### src/rtl/xlat_tbl_pkg.sv
package xlat_tbl_pkg;
  parameter int PPN_W  = 20;
  parameter int PERM_W = 8;

  typedef struct packed {
    logic [PPN_W-1:0]  ppn;
    logic [PERM_W-1:0] perm;
  } xlat_entry_t;
endpackage

### src/rtl/xlat_bank.sv
module xlat_bank
  import xlat_tbl_pkg::*;
#(
  parameter int DEPTH = 8,
  localparam int OFF_W = (DEPTH > 1) ? $clog2(DEPTH) : 1
) (
  input  logic              clk,
  input  logic              rst_n,
  input  logic              wr_en_i,
  input  logic [OFF_W-1:0]  wr_off_i,
  input  xlat_entry_t       wr_data_i,
  input  logic [OFF_W-1:0]  rd_off_i,
  output xlat_entry_t       rd_data_o
);
  xlat_entry_t mem [DEPTH];

  always_ff @(posedge clk) begin
    if (!rst_n) begin
      for (int i = 0; i < DEPTH; i++) mem[i] <= '0;
    end else if (wr_en_i) begin
      mem[wr_off_i] <= wr_data_i;
    end
  end

  // asynchronous read; an entry being written this cycle is forwarded
  always_comb begin
    if (wr_en_i && (wr_off_i == rd_off_i)) rd_data_o = wr_data_i;
    else                                   rd_data_o = mem[rd_off_i];
  end

  AST_WRITE_LANDS: assert property (@(posedge clk) disable iff (!rst_n)
    wr_en_i |=> mem[$past(wr_off_i)] == $past(wr_data_i));
endmodule

### src/rtl/xlat_pick.sv
module xlat_pick
  import xlat_tbl_pkg::*;
#(
  parameter int BANKS = 4,
  localparam int BSEL_W = (BANKS > 1) ? $clog2(BANKS) : 1
) (
  input  xlat_entry_t [BANKS-1:0] bank_q_i,
  input  logic [BSEL_W-1:0]       sel_q_i,
  output xlat_entry_t             pick_o
);
  always_comb begin
    pick_o = '0;
    for (int b = 0; b < BANKS; b++) begin
      if (sel_q_i == BSEL_W'(b)) pick_o = bank_q_i[b];
    end
  end
endmodule

### src/rtl/xlat_tbl.sv
module xlat_tbl
  import xlat_tbl_pkg::*;
#(
  parameter int ENTRIES = 32,
  parameter int BANKS   = 4,
  parameter int COPIES  = 3,
  localparam int IDX_W  = $clog2(ENTRIES)
) (
  input  logic                       clk,
  input  logic                       rst_n,
  input  logic                       wr_en_i,
  input  logic [IDX_W-1:0]           wr_idx_i,
  input  logic [PPN_W-1:0]           wr_ppn_i,
  input  logic [PERM_W-1:0]          wr_perm_i,
  input  logic                       rd_valid_i,
  input  logic [IDX_W-1:0]           rd_idx_i,
  output logic [COPIES-1:0]          rsp_valid_o,
  output logic [COPIES*PPN_W-1:0]    rsp_ppn_o,
  output logic [COPIES*PERM_W-1:0]   rsp_perm_o
);
  localparam int BSEL_W = $clog2(BANKS);
  localparam int DEPTH  = ENTRIES / BANKS;
  localparam int OFF_W  = IDX_W - BSEL_W;

  logic [BSEL_W-1:0] wr_bank, rd_bank;
  logic [OFF_W-1:0]  wr_off, rd_off;
  xlat_entry_t       wr_data;
  logic [BANKS-1:0]  bank_we;
  xlat_entry_t [BANKS-1:0] bank_rd;
  xlat_entry_t [BANKS-1:0] bank_q;
  logic [BSEL_W-1:0] sel_q;
  logic              vld_q;

  assign wr_bank = wr_idx_i[IDX_W-1 -: BSEL_W];
  assign rd_bank = rd_idx_i[IDX_W-1 -: BSEL_W];
  assign wr_off  = wr_idx_i[OFF_W-1:0];
  assign rd_off  = rd_idx_i[OFF_W-1:0];
  assign wr_data = '{ppn: wr_ppn_i, perm: wr_perm_i};

  for (genvar b = 0; b < BANKS; b++) begin : g_bank
    assign bank_we[b] = wr_en_i && (wr_bank == BSEL_W'(b));

    xlat_bank #(.DEPTH(DEPTH)) u_bank (
      .clk       (clk),
      .rst_n     (rst_n),
      .wr_en_i   (bank_we[b]),
      .wr_off_i  (wr_off),
      .wr_data_i (wr_data),
      .rd_off_i  (rd_off),
      .rd_data_o (bank_rd[b])
    );

    // per-bank capture flop, loaded only on a read request
    always_ff @(posedge clk) begin
      if (!rst_n)          bank_q[b] <= '0;
      else if (rd_valid_i) bank_q[b] <= bank_rd[b];
    end
  end

  // bank select travels with the captured data of the same request
  always_ff @(posedge clk) begin
    if (!rst_n) begin
      sel_q <= '0;
      vld_q <= 1'b0;
    end else begin
      vld_q <= rd_valid_i;
      if (rd_valid_i) sel_q <= rd_bank;
    end
  end

  // one private post-register selector per output copy
  for (genvar k = 0; k < COPIES; k++) begin : g_copy
    xlat_entry_t pick;

    xlat_pick #(.BANKS(BANKS)) u_pick (
      .bank_q_i (bank_q),
      .sel_q_i  (sel_q),
      .pick_o   (pick)
    );

    assign rsp_valid_o[k]                  = vld_q;
    assign rsp_ppn_o[k*PPN_W +: PPN_W]     = pick.ppn;
    assign rsp_perm_o[k*PERM_W +: PERM_W]  = pick.perm;

    AST_COPY_MATCH: assert property (@(posedge clk) disable iff (!rst_n)
      (rsp_ppn_o[k*PPN_W +: PPN_W] == rsp_ppn_o[PPN_W-1:0]) &&
      (rsp_perm_o[k*PERM_W +: PERM_W] == rsp_perm_o[PERM_W-1:0]));
  end

  AST_ONE_BANK_WRITE: assert property (@(posedge clk) disable iff (!rst_n)
    $onehot0(bank_we));
  AST_IDLE_WRITE: assert property (@(posedge clk) disable iff (!rst_n)
    !wr_en_i |-> (bank_we == '0));
  AST_RSP_AFTER_REQ: assert property (@(posedge clk) disable iff (!rst_n)
    rd_valid_i |=> rsp_valid_o[0]);
  AST_NO_RSP_WITHOUT_REQ: assert property (@(posedge clk) disable iff (!rst_n)
    !rd_valid_i |=> !rsp_valid_o[0]);
  AST_HOLD_IDLE: assert property (@(posedge clk) disable iff (!rst_n)
    !rd_valid_i |=> ($stable(rsp_ppn_o) && $stable(rsp_perm_o)));
  AST_BYPASS: assert property (@(posedge clk) disable iff (!rst_n)
    (rd_valid_i && wr_en_i && (wr_idx_i == rd_idx_i)) |=>
      (rsp_ppn_o[PPN_W-1:0] == $past(wr_ppn_i)) &&
      (rsp_perm_o[PERM_W-1:0] == $past(wr_perm_i)));
endmodule

### config.mk
export PLATFORM = sky130hd
export DESIGN_NAME = xlat_tbl
export DESIGN_NICKNAME = d
export VERILOG_FILES = /design/src/rtl/xlat_tbl_pkg.sv /design/src/rtl/xlat_bank.sv /design/src/rtl/xlat_pick.sv /design/src/rtl/xlat_tbl.sv
export SDC_FILE = /design/constraint.sdc
export NUM_CORES = 1
export LEC_CHECK = 0
export BUFFER_PORTS_ARGS = -buffer_cell sky130_fd_sc_hd__buf_2
export CAP_MARGIN = 20
export CORE_ASPECT_RATIO = 0.75
export CORE_MARGIN = 1
export CORE_UTILIZATION = 35
export DETAILED_ROUTE_END_ITERATION = 8
export PLACE_DENSITY = 0.52
export SLEW_MARGIN = 20
export SYNTH_ARGS = -nofsm -noshare
export SYNTH_HDL_FRONTEND = slang
export SYNTH_SLANG_ARGS = --single-unit
### constraint.sdc
create_clock -name clk -period 5.02 [get_ports clk]
set_input_delay 1.004 -clock clk [delete_from_list [all_inputs] [get_ports clk]]
set_output_delay 1.004 -clock clk [all_outputs]
set_load 0.005 [all_outputs]
After elaboration in Yosys (flattened, before gate mapping)
Memory sizes are Yosys's and may differ from the RTL's. A register that Yosys moved wholly into a read port is not among the register bits.
Index checks and enable logic that the tools add are counted.
{ "word_totals": {"regBits": 3, "latchBits": 0, "ramBits": 896, "romBits": 0, "in_bits": 42, "out_inout_bits": 87, "elab_cells": 55, "memories": 4} }
{ "mem_list": {"columns": ["memory", "words", "width", "rd", "rd_clocked_by_memory_dff", "wr", "line_no", "rtl"], "rows": [
  ["g_bank[0].u_bank.mem", 8, 28, 1, 1, 8, "xlat_bank.sv:15", "xlat_entry_t mem [DEPTH];"],
  ["g_bank[1].u_bank.mem", 8, 28, 1, 1, 8, "xlat_bank.sv:15", null],
  ["g_bank[2].u_bank.mem", 8, 28, 1, 1, 8, "xlat_bank.sv:15", null],
  ["g_bank[3].u_bank.mem", 8, 28, 1, 1, 8, "xlat_bank.sv:15", null]
]} }
{ "op_classes": {"add_sub_neg": 0, "multipliers": 0, "div": 0, "n_lt_le_gt_ge": 0, "eq_ne": 6, "n_shift": 0, "n_mux": 29, "n_bitwise": 0, "n_reduce_logical": 14} }
{ "ops": {"columns": ["operator", "n"], "rows": [
  ["28-bit two-way mux", 8],
  ["28-bit OR reduction", 4],
  ["1-bit two-way mux", 17],
  ["3-bit two-way mux", 4],
  ["2-bit equality test, second input constant", 4],
  ["2-bit by 1-bit equality test with 1-bit output, second input constant", 2],
  ["1-bit logical AND", 4],
  ["1-bit zero test", 4],
  ["2-bit zero test", 2]
]} }

Longest topological paths before layout
{ "depth": {"ltp_word": 7, "depth_mapped": 7} }

Cells and area by module
A second synthesis with hierarchy kept.
{ "unflattened": {"hier_cells": 2963, "area_unflattened_um2": 47916.0} }
{ "modules_own_cells": {"columns": ["mod", "instances", "cells_each", "area_each_um2", "seq_area_each_um2"], "rows": [
  ["xlat_bank", 4, 621, 10332.4, 6726.5],
  ["xlat_tbl", 1, 377, 4405.5, 2302.2],
  ["xlat_pick", 3, 34, 726.9, 0.0]
]} }

Worst setup path before layout
OpenSTA, ideal clock, no wires.
{ "synth_timing": {"path_type": "input-to-reg", "start": "input port wr_idx_i[0]", "end": "memory g_bank[0].u_bank.mem[2][0] (netlist bit) (enable)", "setup_time_ns": 0.452, "arrival_time_ns": 3.717, "slack_ns": 0.851, "cell_stages": 4, "path_buffers": 2, "cell_sequence": "buf_2 or3b_1 buf_2 o21ai_0"} }
{ "synth_lines": {"columns": ["item", "line_no", "rtl"], "rows": [
  ["start: declaration", "xlat_tbl.sv:12", "input logic [IDX_W-1:0] wr_idx_i,"],
  ["end: declaration", "xlat_bank.sv:15", null]
]} }

Worst setup path after layout
{ "layout_timing": {"start": "register sel_q[0]", "end": "output port rsp_ppn_o[45]"} }
{ "layout_between": {"elab_chain_cells": 5, "word_cells_on_any_way": 8} }
{ "layout_rtl": {"columns": ["item", "line_no", "rtl"], "rows": [
  ["start: declaration", "xlat_tbl.sv:31", "logic [BSEL_W-1:0] sel_q;"],
  ["start signal: assignment", "xlat_tbl.sv:67", "if (rd_valid_i) sel_q <= rd_bank;"],
  ["2-bit zero test", "xlat_pick.sv:14", "if (sel_q_i == BSEL_W'(b)) pick_o = bank_q_i[b];"],
  ["28-bit two-way mux (3 in a row)", "xlat_pick.sv:14", null],
  ["28-bit two-way mux *", "xlat_pick.sv:14", null],
  ["end: declaration", "xlat_tbl.sv:18", "output logic [COPIES*PPN_W-1:0] rsp_ppn_o,"]
]} }
Every way passes the cells marked *; elsewhere a longest branch is shown, timed or not.

==> impl_metrics.json <==
{
  "cts.sinks": 1011,
  "final_cells": 4768,
  "synth.avg_cell_area_um2": 15.5,
  "layout.cell_area.non_filler_um2": 51700,
  "synth_top_area_share_pct": 58.8,
  "die_area_um2": 132000,
  "wl_per_cell_um": 30.2,
  "drt_iter0_markers": 3357,
  "io_buffers": 128,
  "synth_edf_count": 896,
  "worstSkewPairLatency_ps": 710,
  "setup_tns_ps": 0,
  "clkTransAtPathRegs_ps": 70,
  "place_inst": 4571,
  "post_dp_cell_area_um2": 48400,
  "clockBufferDepth": 3,
  "irDropWorstVdd_v": 0.000242,
  "fmax_mhz": 275,
  "root_buffer": "clkbuf_16",
  "async_flop_share_pct": 0,
  "grt_pass1_wl_um": 202000,
  "worstMarginPinSlew_ps": 1150,
  "viasPerCell": 5.44,
  "gp_congestion": 0.891,
  "fin_worst_skew_ps": 28.2,
  "holdWs_ps": 501,
  "n_fill_cell": 11790,
  "drc": 0,
  "hpwl_um": 87000,
  "num_io_pins": 129,
  "grt.total_usage_pct": 21.8,
  "synth_nets": 2999,
  "numCtsBuffers": 102,
  "postCtsHoldBufs": 0,
  "syn-cell-area_um2": 45800,
  "die_y_um": 315,
  "h-tree-depth": 3,
  "critPathCaptureType": "output pin",
  "core_area_um2": 129000,
  "yosysTopAreaCell": "edfxtp_1",
  "min_path_type": "reg -> reg",
  "rsz0062_at_grt": "no",
  "cts_setup_buffers": 0,
  "wl_um": 144000,
  "cp_cell_sequence": "mux4_2, buf_2",
  "critPathRequiredTime_ps": 4020,
  "grt_pass1_vias": 25459,
  "p_leak_nw": 17.8,
  "rows": 114,
  "ys.flop_type": "edfxtp_1",
  "synthTopCellsByCount": "and2_1 (897), edfxtp_1 (896), mux4_2 (252)",
  "finalSetupViolCount": 0,
  "ys_ff_latch": 1011,
  "cpPeakStageDelay_ps": 990,
  "start_kind": "flip-flop",
  "start_util_pct": 35.4,
  "antenna_found_initial": 14,
  "final_util_pct": 40.0,
  "status": "completed",
  "crit_path_top_delay_cell": "dfxtp_2",
  "drive_above_1_share_pct": 22.6,
  "grt_max_degree": 147,
  "cp.arrival_ps": 2630,
  "synthCells": 2957,
  "grt_overflow": 0,
  "synth_cell_types": 30,
  "finalHoldViolCount": 0,
  "die_x_um": 420,
  "ys_seq_area_share_pct": 63.8,
  "p_per_area_nw_per_um2": 369,
  "first_pass_iters": 5,
  "timing.final.ws_setup_ps": 1380,
  "rrSetupSlack_ps": 3160,
  "cts_tree": "done",
  "worst-path-max-fanout": 29,
  "place_ws_ps": 1220,
  "vias": 25920,
  "synth_warnings": 0,
  "final.min_clock_period_ps": 3640,
  "cap_viol_max_count": 0,
  "cts.repair.resized": 0,
  "slew_headroom_pct": 23.3,
  "finalCritPeriodShare_pct": 72.5,
  "drt.antenna.violating_nets": 0,
  "power_mw": 19.1,
  "nNetsFinal": 2979,
  "area_delta_synth_final_pct": 12.9,
  "slew_viol_final": 0,
  "synth_area_leaders": "edfxtp_1 (59%), mux4_2 (12%), and2_1 (12%)",
  "synth.most_common_cell": "and2_1",
  "path_class": "reg -> out"
}
[worst max-delay path, delay by kind of cell (launching register included)]
| kind | cells | cell delay, ps |
|---|---|---|
| buffers and inverters | 1 | 180 |
| DFF | 1 | 990 |
| muxes | 1 | 750 |
[layer usage]
metal | vias up | GRT usage (%) | share of wire, %
li1 | 10949 | - | -
met1 | 13734 | 31.9 | 44
met2 | 1064 | 33.0 | 45
met3 | 173 | 4.43 | 8.1
met4 | 0 | 5.34 | 2.6
met5 | - | 0 | 0
[placed cells by master, fill, tap and decap left out, types with 6 or more instances in the layout]
cell and n:
nand3b_1 115, clkbuf_1 31, mux2i_1 114, clkbuf_8 7
edfxtp_1 896, buf_4 63, o21ai_2 8, o221ai_1 112
buf_16 15, nor2_2 19, and2_1 897, nand2_1 31
bufinv_16 6, clkbuf_16 105, clkinv_1 10, clkinv_2 24
buf_2 124, mux4_2 252, dfxtp_1 114, o21ai_4 24
nor2_4 10, buf_12 8, diode_2 6
[cell type report]
class,instances,area (µm²),share of cell area [%]
flip-flops and latches,1011,29200,56.5
diodes,6,15.0,0.0291
multi-input cells,1607,15300,29.6
clock buffers,144,2850,5.51
clock inverters,45,394,0.763
repair buffers,215,1730,3.36
well taps,1740,2180,4.21
[logic make-up after synthesis]
group | share of synthesized area, %
simple gates | 15.2
flops | 63.8
mux | 14.9
buf+inv | 3.55
compound gates | 2.49
xor+xnor | 0.0738
[power breakdown]
part / internal, mW / switching (mW)
sequential: 9.61 / 0.195
clock: 4.26 / 3.30
combinational: 0.619 / 1.09
[path summary, 6_finish.rpt]
path / startpoint / to / cells after the start
max: sel_q[0]$_SDFFE_PN0P_ / rsp_ppn_o[45] / 2
min: bank_q[2]$_SDFFE_PN0P_ / bank_q[2]$_SDFFE_PN0P_ / 2
max reg2reg: g_bank[0].u_bank.mem[5][16]$_SDFFCE_PN0P_ / bank_q[16]$_SDFFE_PN0P_ / 3
min reg2reg: bank_q[2]$_SDFFE_PN0P_ / bank_q[2]$_SDFFE_PN0P_ / 2
[registers in the layout, indices dropped and copies added, names as in the netlist]
register           count
vld_q                  1
g_bank.u_bank.mem    896
bank_q               112
sel_q                  2
(Power assumes the default switching activity.)
